**config.mk**
```make
export PLATFORM = sky130hd
export DESIGN_NAME = perfmon_top
export DESIGN_NICKNAME = d
export VERILOG_FILES = /design/src/rtl/perfmon_pkg.sv /design/src/rtl/perfmon_regs.sv /design/src/rtl/perfmon_channel.sv /design/src/rtl/perfmon_top.sv
export SDC_FILE = /design/constraint.sdc
export NUM_CORES = 1
export LEC_CHECK = 0
export BUFFER_PORTS_ARGS = -buffer_cell sky130_fd_sc_hd__buf_2
export CAP_MARGIN = 30
export CORE_MARGIN = 1
export CORE_UTILIZATION = 46
export CTS_CLUSTER_SIZE = 16
export DETAILED_ROUTE_END_ITERATION = 10
export GPL_ROUTABILITY_DRIVEN = 0
export PLACE_DENSITY = 0.65
export SKIP_LAST_GASP = 1
export SLEW_MARGIN = 20
export SYNTH_ARGS = -nofsm -noshare
export SYNTH_HDL_FRONTEND = slang
export SYNTH_SLANG_ARGS = --single-unit
```
**constraint.sdc**
```tcl
create_clock -name clk -period 3.1 [get_ports clk]
set_input_delay 0.155 -clock clk [delete_from_list [all_inputs] [get_ports clk]]
set_output_delay 0.155 -clock clk [all_outputs]
set_load 0.01 [all_outputs]
```
**src/rtl/perfmon_pkg.sv**
```systemverilog
// Shared constants, types and decode helpers for the performance counter.
// Assumes two channels and a 6-bit select code; the strobe vector index is
// the select code minus 16.
package perfmon_pkg;
    localparam int NCH    = 2;
    localparam int SEL_W  = 6;
    localparam int EV_W   = 20;
    localparam int IDX_W  = $clog2(EV_W);
    localparam int RESP_W = 8;
    localparam int ADDR_W = 3;

    localparam logic [1:0] RGN_SEL  = 2'd0;
    localparam logic [1:0] RGN_RESP = 2'd1;
    localparam logic [1:0] RGN_CNT  = 2'd2;
    localparam logic [1:0] RGN_STAT = 2'd3;
    localparam logic [ADDR_W-1:0] STAT_ADDR = 3'd6;

    typedef enum logic [1:0] {
        RM_OFF   = 2'd0,
        RM_RSVD  = 2'd1,
        RM_EVENT = 2'd2,
        RM_WRAP  = 2'd3
    } resp_mode_e;

    typedef struct packed {
        logic             valid;
        logic [IDX_W-1:0] idx;
    } ev_pick_t;

    // Map a select code to a strobe index and flag reserved codes.
    function automatic ev_pick_t decode_sel(input logic [SEL_W-1:0] code);
        ev_pick_t p;
        p.idx   = IDX_W'(code - SEL_W'(16));
        p.valid = (code[5:3] == 3'b010) ||
                  (code[5:3] == 3'b011 && code[2:0] != 3'b111) ||
                  (code[5:2] == 4'b1000);
        return p;
    endfunction

    // Decide whether a response mode fires given this cycle's event and wrap.
    function automatic logic mode_fires(input resp_mode_e m, input logic ev,
                                        input logic wrap);
        case (m)
            RM_EVENT: return ev;
            RM_WRAP:  return wrap;
            default:  return 1'b0;
        endcase
    endfunction
endpackage

```
**src/rtl/perfmon_regs.sv**
```systemverilog
// Register file of the performance counter: select codes, response
// registers, counter load strobes, sticky cause flags and read-back mux.
// Assumes one write strobe per cycle and combinational reads; address bit 0
// picks the channel, bits [2:1] pick the register kind.
module perfmon_regs
    import perfmon_pkg::*;
#(
    parameter int CNT_W  = 32,
    parameter int DATA_W = 32
) (
    input  logic                          clk,
    input  logic                          rst_n,
    input  logic                          wr_en,
    input  logic [ADDR_W-1:0]             addr,
    input  logic [DATA_W-1:0]             wdata,
    input  logic [NCH-1:0]                irq_req,
    input  logic [NCH-1:0][CNT_W-1:0]     cnt_q,
    output logic [NCH-1:0][SEL_W-1:0]     sel_q,
    output logic [NCH-1:0][RESP_W-1:0]    resp_q,
    output logic [NCH-1:0]                cnt_load,
    output logic [CNT_W-1:0]              load_val,
    output logic [NCH-1:0]                flags_q,
    output logic [DATA_W-1:0]             rdata
);
    logic [1:0] region;
    logic       ch_bit;
    logic       stat_wr;

    assign region   = addr[2:1];
    assign ch_bit   = addr[0];
    assign stat_wr  = wr_en && (addr == STAT_ADDR);
    assign load_val = wdata[CNT_W-1:0];

    for (genvar g = 0; g < NCH; g++) begin : g_chan
        logic hit_ch;
        logic clr_bit;

        assign hit_ch      = wr_en && (ch_bit == 1'(g));
        assign cnt_load[g] = hit_ch && (region == RGN_CNT);
        assign clr_bit     = stat_wr && wdata[g];

        // Hold the select code of this channel.
        always_ff @(posedge clk) begin
            if (!rst_n)                              sel_q[g] <= '0;
            else if (hit_ch && region == RGN_SEL)    sel_q[g] <= wdata[SEL_W-1:0];
        end

        // Hold the response register of this channel.
        always_ff @(posedge clk) begin
            if (!rst_n)                              resp_q[g] <= '0;
            else if (hit_ch && region == RGN_RESP)   resp_q[g] <= wdata[RESP_W-1:0];
        end

        // Sticky cause flag: a new request wins over a clearing write.
        always_ff @(posedge clk) begin
            if (!rst_n) flags_q[g] <= 1'b0;
            else        flags_q[g] <= irq_req[g] | (flags_q[g] & ~clr_bit);
        end

        assert_flag_set_R8: assert property (@(posedge clk) disable iff (!rst_n)
            irq_req[g] |=> flags_q[g]);
        assert_flag_sticky_R10: assert property (@(posedge clk) disable iff (!rst_n)
            (flags_q[g] && !(wr_en && addr == STAT_ADDR && wdata[g])) |=> flags_q[g]);
        assert_flag_cleared_R10: assert property (@(posedge clk) disable iff (!rst_n)
            (wr_en && addr == STAT_ADDR && wdata[g] && !irq_req[g]) |=> !flags_q[g]);
    end

    // Read-back multiplexer.
    always_comb begin
        rdata = '0;
        case (region)
            RGN_SEL:  rdata[SEL_W-1:0]  = sel_q[ch_bit];
            RGN_RESP: rdata[RESP_W-1:0] = resp_q[ch_bit];
            RGN_CNT:  rdata             = DATA_W'(cnt_q[ch_bit]);
            default:  if (!ch_bit) rdata[NCH-1:0] = flags_q;
        endcase
    end
endmodule

```
**src/rtl/perfmon_channel.sv**
```systemverilog
// One monitoring channel: picks a strobe by select code, counts it in a
// wrapping counter and produces the monitor pin pulse and interrupt request.
// Assumes a counter load from the register port takes priority over an event.
module perfmon_channel
    import perfmon_pkg::*;
#(
    parameter int CNT_W = 32
) (
    input  logic             clk,
    input  logic             rst_n,
    input  logic [EV_W-1:0]  ev_strobe,
    input  logic [SEL_W-1:0] sel,
    input  logic [1:0]       pin_mode,
    input  logic [1:0]       irq_mode,
    input  logic             load,
    input  logic [CNT_W-1:0] load_val,
    output logic [CNT_W-1:0] cnt_q,
    output logic             pin_q,
    output logic             irq_req
);
    ev_pick_t pick;
    logic     hit;
    logic     counted;
    logic     wrap;

    assign pick    = decode_sel(sel);
    assign hit     = pick.valid && ev_strobe[pick.idx];
    assign counted = hit && !load;
    assign wrap    = counted && (cnt_q == '1);
    assign irq_req = mode_fires(resp_mode_e'(irq_mode), counted, wrap);

    // Event counter with load priority and natural wrap.
    always_ff @(posedge clk) begin
        if (!rst_n)       cnt_q <= '0;
        else if (load)    cnt_q <= load_val;
        else if (counted) cnt_q <= cnt_q + 1'b1;
    end

    // One-cycle monitor pin pulse per the pin mode.
    always_ff @(posedge clk) begin
        if (!rst_n) pin_q <= 1'b0;
        else        pin_q <= mode_fires(resp_mode_e'(pin_mode), counted, wrap);
    end

    assert_count_step_R2: assert property (@(posedge clk) disable iff (!rst_n)
        (hit && !load) |=> cnt_q == $past(cnt_q) + 1'b1);
    assert_reserved_idle_R3: assert property (@(posedge clk) disable iff (!rst_n)
        (!decode_sel(sel).valid && !load) |=> $stable(cnt_q));
    assert_load_wins_R4: assert property (@(posedge clk) disable iff (!rst_n)
        load |=> cnt_q == $past(load_val));
    assert_pin_off_R7: assert property (@(posedge clk) disable iff (!rst_n)
        !pin_mode[1] |=> !pin_q);
endmodule

```
**src/rtl/perfmon_top.sv**
```systemverilog
// Top of the dual-channel performance counter: register file, two channels
// and the shared active-low interrupt. Assumes a single clock domain and a
// synchronous active-low reset.
module perfmon_top
    import perfmon_pkg::*;
#(
    parameter int CNT_W  = 32,
    parameter int DATA_W = 32
) (
    input  logic              clk,
    input  logic              rst_n,
    input  logic [EV_W-1:0]   ev_strobe,
    input  logic              reg_wr,
    input  logic [ADDR_W-1:0] reg_addr,
    input  logic [DATA_W-1:0] reg_wdata,
    output logic [DATA_W-1:0] reg_rdata,
    output logic [NCH-1:0]    mon_pin,
    output logic              irq_n
);
    logic [NCH-1:0][SEL_W-1:0]  sel_q;
    logic [NCH-1:0][RESP_W-1:0] resp_q;
    logic [NCH-1:0][CNT_W-1:0]  cnt_q;
    logic [NCH-1:0]             cnt_load;
    logic [CNT_W-1:0]           load_val;
    logic [NCH-1:0]             irq_req;
    logic [NCH-1:0]             flags_q;

    perfmon_regs #(.CNT_W(CNT_W), .DATA_W(DATA_W)) regs_i (
        .clk      (clk),
        .rst_n    (rst_n),
        .wr_en    (reg_wr),
        .addr     (reg_addr),
        .wdata    (reg_wdata),
        .irq_req  (irq_req),
        .cnt_q    (cnt_q),
        .sel_q    (sel_q),
        .resp_q   (resp_q),
        .cnt_load (cnt_load),
        .load_val (load_val),
        .flags_q  (flags_q),
        .rdata    (reg_rdata)
    );

    for (genvar g = 0; g < NCH; g++) begin : g_ch
        perfmon_channel #(.CNT_W(CNT_W)) chan_i (
            .clk       (clk),
            .rst_n     (rst_n),
            .ev_strobe (ev_strobe),
            .sel       (sel_q[g]),
            .pin_mode  (resp_q[g][5:4]),
            .irq_mode  (resp_q[g][7:6]),
            .load      (cnt_load[g]),
            .load_val  (load_val),
            .cnt_q     (cnt_q[g]),
            .pin_q     (mon_pin[g]),
            .irq_req   (irq_req[g])
        );
    end

    assign irq_n = ~|flags_q;

    assert_irq_follows_R9: assert property (@(posedge clk) disable iff (!rst_n)
        (|irq_req) |=> !irq_n);
    assert_irq_released_R9: assert property (@(posedge clk) disable iff (!rst_n)
        (reg_wr && reg_addr == STAT_ADDR && (&reg_wdata[NCH-1:0]) && !(|irq_req))
        |=> irq_n);
endmodule

```
==> run metrics, run 1 <==
outcome complete, no violations; I/O pins a little over 90; Antenna Cells 0; crit path buf inv count 1; Psw 0.7508 mW; Global Route Usage Sum 0.2950; Area Overhead vs Synth 13.50%; Sum Neg Setup Slack 0 ns; Comb pwr share 0.118; port bufs 92; sequential area share after synthesis 0.3146; number of DRC markers in iteration 0 around 650; RSZ-0062 raised after global routing false; Max Fanout on Critical Path 24; Pwr Total 2.807 mW; Post-synth EDFFs 0; grt ovf 0; Die H between 100 and 150 um; main flop type after synthesis dfxtp_1; register bit total from synthesis 96; Synth Instances ~760; Worst-Skew Late Latency about 0.36 ns; critical path cell sequence mux4_2 -> and4b_1 -> a31oi_2 -> buf_4 -> and2_0 -> nor2_1 -> a31o_2; setup violators final 0; startpoint types register; Synth area leaders dfxtp_1, mux2i_1, xnor2_1; fin crit share 0.8382; H-Tree Depth 3; max_slew headroom 0.4935; Core Area between 10000 and 15000 um^2; clock skew roughly 0.008 ns; synthesized cell area 6110 um^2; leakage about 2.4 nW; antenna violations before repair 0; DR WL/cell approximately 20 um; largest net degree at the start of global routing 63; final setup margin 0.5016 ns; fillcell total between 1000 and 1500; root buf cell clkbuf_16; HPWL after DPL approximately 14 mm; Fin. Hold Viols 0; Worst-path clk slew approximately 0.07 ns; worst hold-check path type in2reg; post-CTS sizing 0; Max-Cap Viols 0; CP delay by family, top simple AND/OR/NAND/NOR gates; clock sink count 96; setup slack at placement 0.5428 ns; total CTS buffers 9; Syn. warnings 0; CTS max path bufs 2; switch share 0.2675; routed wire length a little under 20 mm; CP Data Required Time around 3.4 ns; CTS tree built; share of layout cells above drive strength 1 0.1777; top cell type by total area after synthesis dfxtp_1; VDD IR max 0.3082 mV; crit-path max cell delay around 0.55 ns; CP max-delay cell dfxtp_1; critical path arrival ~2.9 ns; Cell Rows slightly above 40; crit path capture type register; Pre-antenna DRT Iters 7; Max Fclk 384.8 MHz; nets ~880; vias in the first global route around 5600; vias a little over 6000; Multi-input gate area slightly below 4000 um^2; initial core utilization 0.4783; Post CTS Setup Buffer Count 0; worst hold slack between 0.07 and 0.08 ns; Slew Viols, Final 0; top-area cell type share of the netlist area 0.3146; async set-reset flop share out of synthesis 0; Post-CTS Hold Buffers 0; Die Area roughly 14000 um^2; Synth cell types between 50 and 60; Slew @ Worst Pin between 0.7 and 0.8 ns; vias per cell roughly 6.2; DRC viols 0; Internal a little over 2 mW; Seq pwr share 0.474; die width between 100 and 150 um; Routed Antenna Nets 0; global-route wire length before repair between 30 and 40 mm; FF+latch area 1922 um^2; syn avg cell area slightly above 8 um^2; crit path kind reg2reg; clock share of power 0.408; minimum clock period about 2.6 ns; syn_nets 820; Pwr Density approximately 400 nW/um^2
## layout make-up
type                    instances  area share
multi-input cells             579      0.5577
repair buffers                106     0.08156
flip-flops and latches         96      0.2772
clock buffers                  12     0.03555
well taps                     172     0.03104
inverters                      20     0.01083
clock inverters                 3    0.006135
## synthesized netlist by cell type (4+ instances only)
library cell,number
a2111oi_0,10
a211oi_1,23
a21oi_1,83
a222oi_1,6
a22oi_1,6
a31oi_1,10
and3_1,14
and4_1,6
clkbuf_1,50
dfxtp_1,96
ha_1,6
inv_1,19
mux2_2,8
mux2i_1,45
mux4_2,5
nand2_1,52
nand2b_1,4
nand3_1,53
nand4_1,14
nor2_1,27
nor2b_1,34
nor4_1,6
o21ai_0,66
o22ai_1,4
or3_1,5
xnor2_1,48
## final timing paths
path                                  startpoint                        to  slack, ns  cells after the start
worst min register to register  regs_i.resp_q[3]          regs_i.resp_q[3]       0.46                      2
worst max-delay path             regs_i.sel_q[6]         regs_i.flags_q[1]       0.50                      7
worst min-delay path               reg_wdata[21]  g_ch[0].chan_i.cnt_q[21]       0.07                      3
worst max register to register   regs_i.sel_q[6]         regs_i.flags_q[1]       0.50                      7
## per-stage QoR
step                      cells  utilization  area, um^2
after floorplan             756            -        6110
after global placement      973       0.5202        6645
after CTS                   988       0.5429        6934
after detailed placement    973       0.5202        6645
after global routing        988       0.5429        6934
final                       988       0.5429        6934
## cells in the final DEF (no fill, tap or decap), types with 3 or more instances in the layout
cell / synthesis / layout
or4_1: 3 / 3
nand3_1: 53 / 52
a31oi_1: 10 / 9
inv_1: 19 / 19
o22ai_1: 4 / 4
a21oi_1: 83 / 83
a2111oi_0: 10 / 10
nor2_1: 27 / 27
a222oi_1: 6 / 6
a31o_2: 3 / 3
and3_1: 14 / 14
mux4_2: 5 / 5
nand2_1: 52 / 52
nor4_1: 6 / 6
nor3_1: 3 / 3
ha_1: 6 / 6
o311ai_0: 3 / 3
a221oi_1: 3 / 3
and4_1: 6 / 6
xnor2_1: 48 / 48
dfxtp_1: 96 / 96
nor3b_1: 3 / 3
nand4_1: 14 / 14
or3_1: 5 / 5
clkbuf_16: 0 / 9
a22oi_1: 6 / 6
buf_2: 3 / 92
a211oi_1: 23 / 23
mux2_2: 8 / 8
buf_4: 2 / 14
o21ai_0: 66 / 66
nand2b_1: 4 / 4
mux2i_1: 45 / 45
nor2b_1: 34 / 34
## state kept, by name (all words and copies together) (netlist names)
signal	cells
g_ch.chan_i.pin_q	2
regs_i.sel_q	12
regs_i.flags_q	2
regs_i.resp_q	16
g_ch.chan_i.cnt_q	64
## power by group through the flow
stage               logic, mW  clock network [mW]  registers, mW
global route            0.359                1.20           1.34
global placement        0.320                   0           1.36
detailed placement      0.325                   0           1.36
CTS                     0.327                1.15           1.33
floorplan               0.209                   0           1.34
finish                  0.332                1.14           1.33
## worst register-to-register path, delay by kind of cell (launching register included)
kind                   cells  cell delay, ns
AND/OR/NAND/NOR            3            0.71
flip-flops                 1            0.55
multiplexers               1            0.54
AO/OA/AOI/OAI              2            0.40
buffers and inverters      1            0.31
## layer usage
layer | routed length (um) | part of all wire | global-route usage | vias up
met2 | 8899 | 0.45 | 0.4522 | 215
met3 | 1305 | 0.066 | 0.04892 | 34
met5 | 0 | 0 | 0 | -
met4 | 489 | 0.025 | 0.1173 | 0
met1 | 9086 | 0.46 | 0.4125 | 2988
li1 | - | - | - | 2902
## kinds of logic (layout without fill, tap and decap cells)
group | after synthesis | after routing | share of synthesized area
xor+xnor | 48 | 48 | 0.06881
buf+inv | 81 | 141 | 0.05529
mux | 60 | 60 | 0.1155
flops | 96 | 96 | 0.3146
simple gates | 234 | 234 | 0.2023
compound gates | 231 | 231 | 0.2312
fa+ha+maj | 6 | 6 | 0.01229
Power figures use the tool's default switching activity.
==> run 2: changes to the inputs <==
==> constraint.sdc (replaced) <==
create_clock -name clk -period 2.4 [get_ports clk]
set_input_delay 0.12 -clock clk [delete_from_list [all_inputs] [get_ports clk]]
set_output_delay 0.12 -clock clk [all_outputs]
set_load 0.01 [all_outputs]
==> run 2 against run 1 <==
Critical path depth is 1 lower. Routed wire length rose by 4.1%. Sequential cell count unchanged. Total power increased by 31%. Sequential share of layout area down 1.4 points. Global-route usage is 0.66 points higher. Clock skew fell by 0.0020 ns. Non-clock buffer count is 39 higher. Critical path type unchanged. Critical endpoint is now g_ch[0].chan_i.cnt_q[14]. Largest power group unchanged.
==> run metrics, run 2 (synthesis results as in run 1) <==
final setup margin 0.04160 ns; hold path startpoint reg_wdata[21]; initial core utilization 0.4783; H-Tree Depth 3; CP max-delay cell or4b_4; setup violators final 0; Routed Antenna Nets 0; clock share of power 0.409; max_slew headroom 0.5166; Fin. Hold Viols 0; Max Fanout on Critical Path 8; r2r setup slk approximately 0.042 ns; vias 6400; VDD IR max between 0.2 and 0.3 mV; routed wire length 20.60 mm; DR WL/cell 20.03 um; Max Fclk between 400 and 500 MHz; number of DRC markers in iteration 0 524; die width about 120 um; Biggest register g_ch.chan_i.cnt_q; outcome complete, no violations; startpoint types register; vias per cell 6.226; Worst Hold Path Cells 3; Seq pwr share 0.465; crit path kind reg2reg; critical path arrival approximately 2.6 ns; most common cell after layout, fill and taps aside buf_2; CTS tree built; largest net degree at the start of global routing 37; Pre-antenna DRT Iters 7; Comb pwr share 0.126; Antenna Cells 0; Worst-path clk slew around 0.07 ns; root buf cell clkbuf_16; leakage 2.651 nW; total CTS buffers 9; CTS max path bufs 2; crit-path max cell delay approximately 0.59 ns; Slew @ Worst Pin between 0.7 and 0.8 ns; port bufs 92; r2r endpoint g_ch[0].chan_i.cnt_q[14]; Max-Cap Viols 0; worst hold-check path type in2reg; Internal approximately 2.7 mW; Worst-Skew Late Latency approximately 0.35 ns; most frequent cells in the layout buf_2, dfxtp_1, a21oi_1; fin crit share 0.9827; I/O pins 93; Psw slightly below 1 mW; setup slack at placement -0.006943 ns; nets ~920; crit path buf inv count 0; switch share 0.2655; Area Overhead vs Synth 19.95%; crit path capture type register; DRC viols 0; global-route wire length before repair 31.51 mm; antenna violations before repair 0; Global Route Usage Sum 0.3016; minimum clock period 2.358 ns; Cell Rows 41; clock sink count 96; worst r2r src regs_i.sel_q[2]; grt ovf 0; critical path cell sequence mux4_2 -> mux2i_1 -> or4b_4 -> and2_4 -> or4_1 -> a31oi_1; clock skew 0.005889 ns; Core Area between 10000 and 15000 um^2; r2r worst-path depth 6; Post-CTS Hold Buffers 0; Die H between 100 and 150 um; vias in the first global route between 5000 and 6000; CP Data Required Time approximately 2.7 ns; biggest registers after layout g_ch.chan_i.cnt_q (64), regs_i.resp_q (16), regs_i.sel_q (12); CP delay by family, top simple AND/OR/NAND/NOR gates; HPWL after DPL around 15 mm; max reg flops 64; Slew Viols, Final 0; share of layout cells above drive strength 1 0.2278; WHS Endpoint g_ch[0].chan_i.cnt_q[21]; Pwr Total about 3.7 mW; Die Area between 10000 and 15000 um^2; Pwr Density slightly above 500 nW/um^2
==> run 2: changes by cell type in the layout (fill, tap and decap cells not counted), sizes merged <==
cell,previous run,this run
buf,106,144
clkbuf,12,14
clkinv,2,3
clkinvlp,1,0
==> run 2: worst max-delay path by stage <==
stage / start / end / depth (start not counted)
finish: regs_i.sel_q[2] / g_ch[0].chan_i.cnt_q[14] / 6
global route: regs_i.sel_q[2] / g_ch[0].chan_i.cnt_q[14] / 7
CTS: regs_i.sel_q[6] / regs_i.flags_q[1] / 7
detailed placement: regs_i.sel_q[0] / g_ch[0].chan_i.cnt_q[14] / 6
global placement: regs_i.sel_q[0] / g_ch[0].chan_i.cnt_q[14] / 6
floorplan: regs_i.sel_q[0] / g_ch[0].chan_i.cnt_q[14] / 9
==> run 2: area by class of cell <==
type	count	area, um^2
clock inverters	3	40.04
inverters	20	75.07
well taps	172	215.2
clock buffers	13	260.3
flip-flops and latches	96	1929
multi-input cells	579	3894
fillers	1157	5445
repair buffers	145	914.6
==> run 2: power groups by stage <==
stage               registers [mW]  clock network, mW  logic (mW)
CTS                           1.71               1.52       0.448
detailed placement            1.75                  0       0.446
finish                        1.72               1.51       0.465
floorplan                     1.73                  0       0.270
global route                  1.72               1.57       0.500
global placement              1.75                  0       0.436
==> run 2: stage by stage <==
step / TNS, ns / hold WS (ns) / cell area (um^2) / std cells / util
after floorplan: 0 / 0.2504 / 6110 / 756 / -
after global placement: 0 / 0.3751 / 6930 / 1006 / 0.5426
after detailed placement: -0.006943 / 0.4095 / 6930 / 1006 / 0.5426
after CTS: 0 / 0.04489 / 7232 / 1022 / 0.5662
after global routing: -0.009625 / 0.05860 / 7328 / 1028 / 0.5737
final: 0 / 0.05068 / 7328 / 1028 / 0.5737
==> run 2: layer usage <==
layer | track usage | vias up | wire [um]
li1 | - | 2979 | -
met1 | 0.4250 | 3100 | 9022
met2 | 0.4651 | 289 | 9444
met3 | 0.04892 | 32 | 1733
met4 | 0.1055 | 0 | 394
met5 | 0 | - | 0
==> run 2: timing repair <==
| item | in CTS | in global routing |
|---|---|---|
| setup buffers | 0 | 5 |
| pin swaps | 0 | 5 |
| setup endpoints to repair | 1 | 14 |
| gates resized for setup | 1 | 12 |
| cloned | 0 | 1 |
==> run 2: worst min-delay path, stage by stage <==
cell and delay, ns:
buf_2 0.11, nand3_1 0.06, o21ai_0 0.08
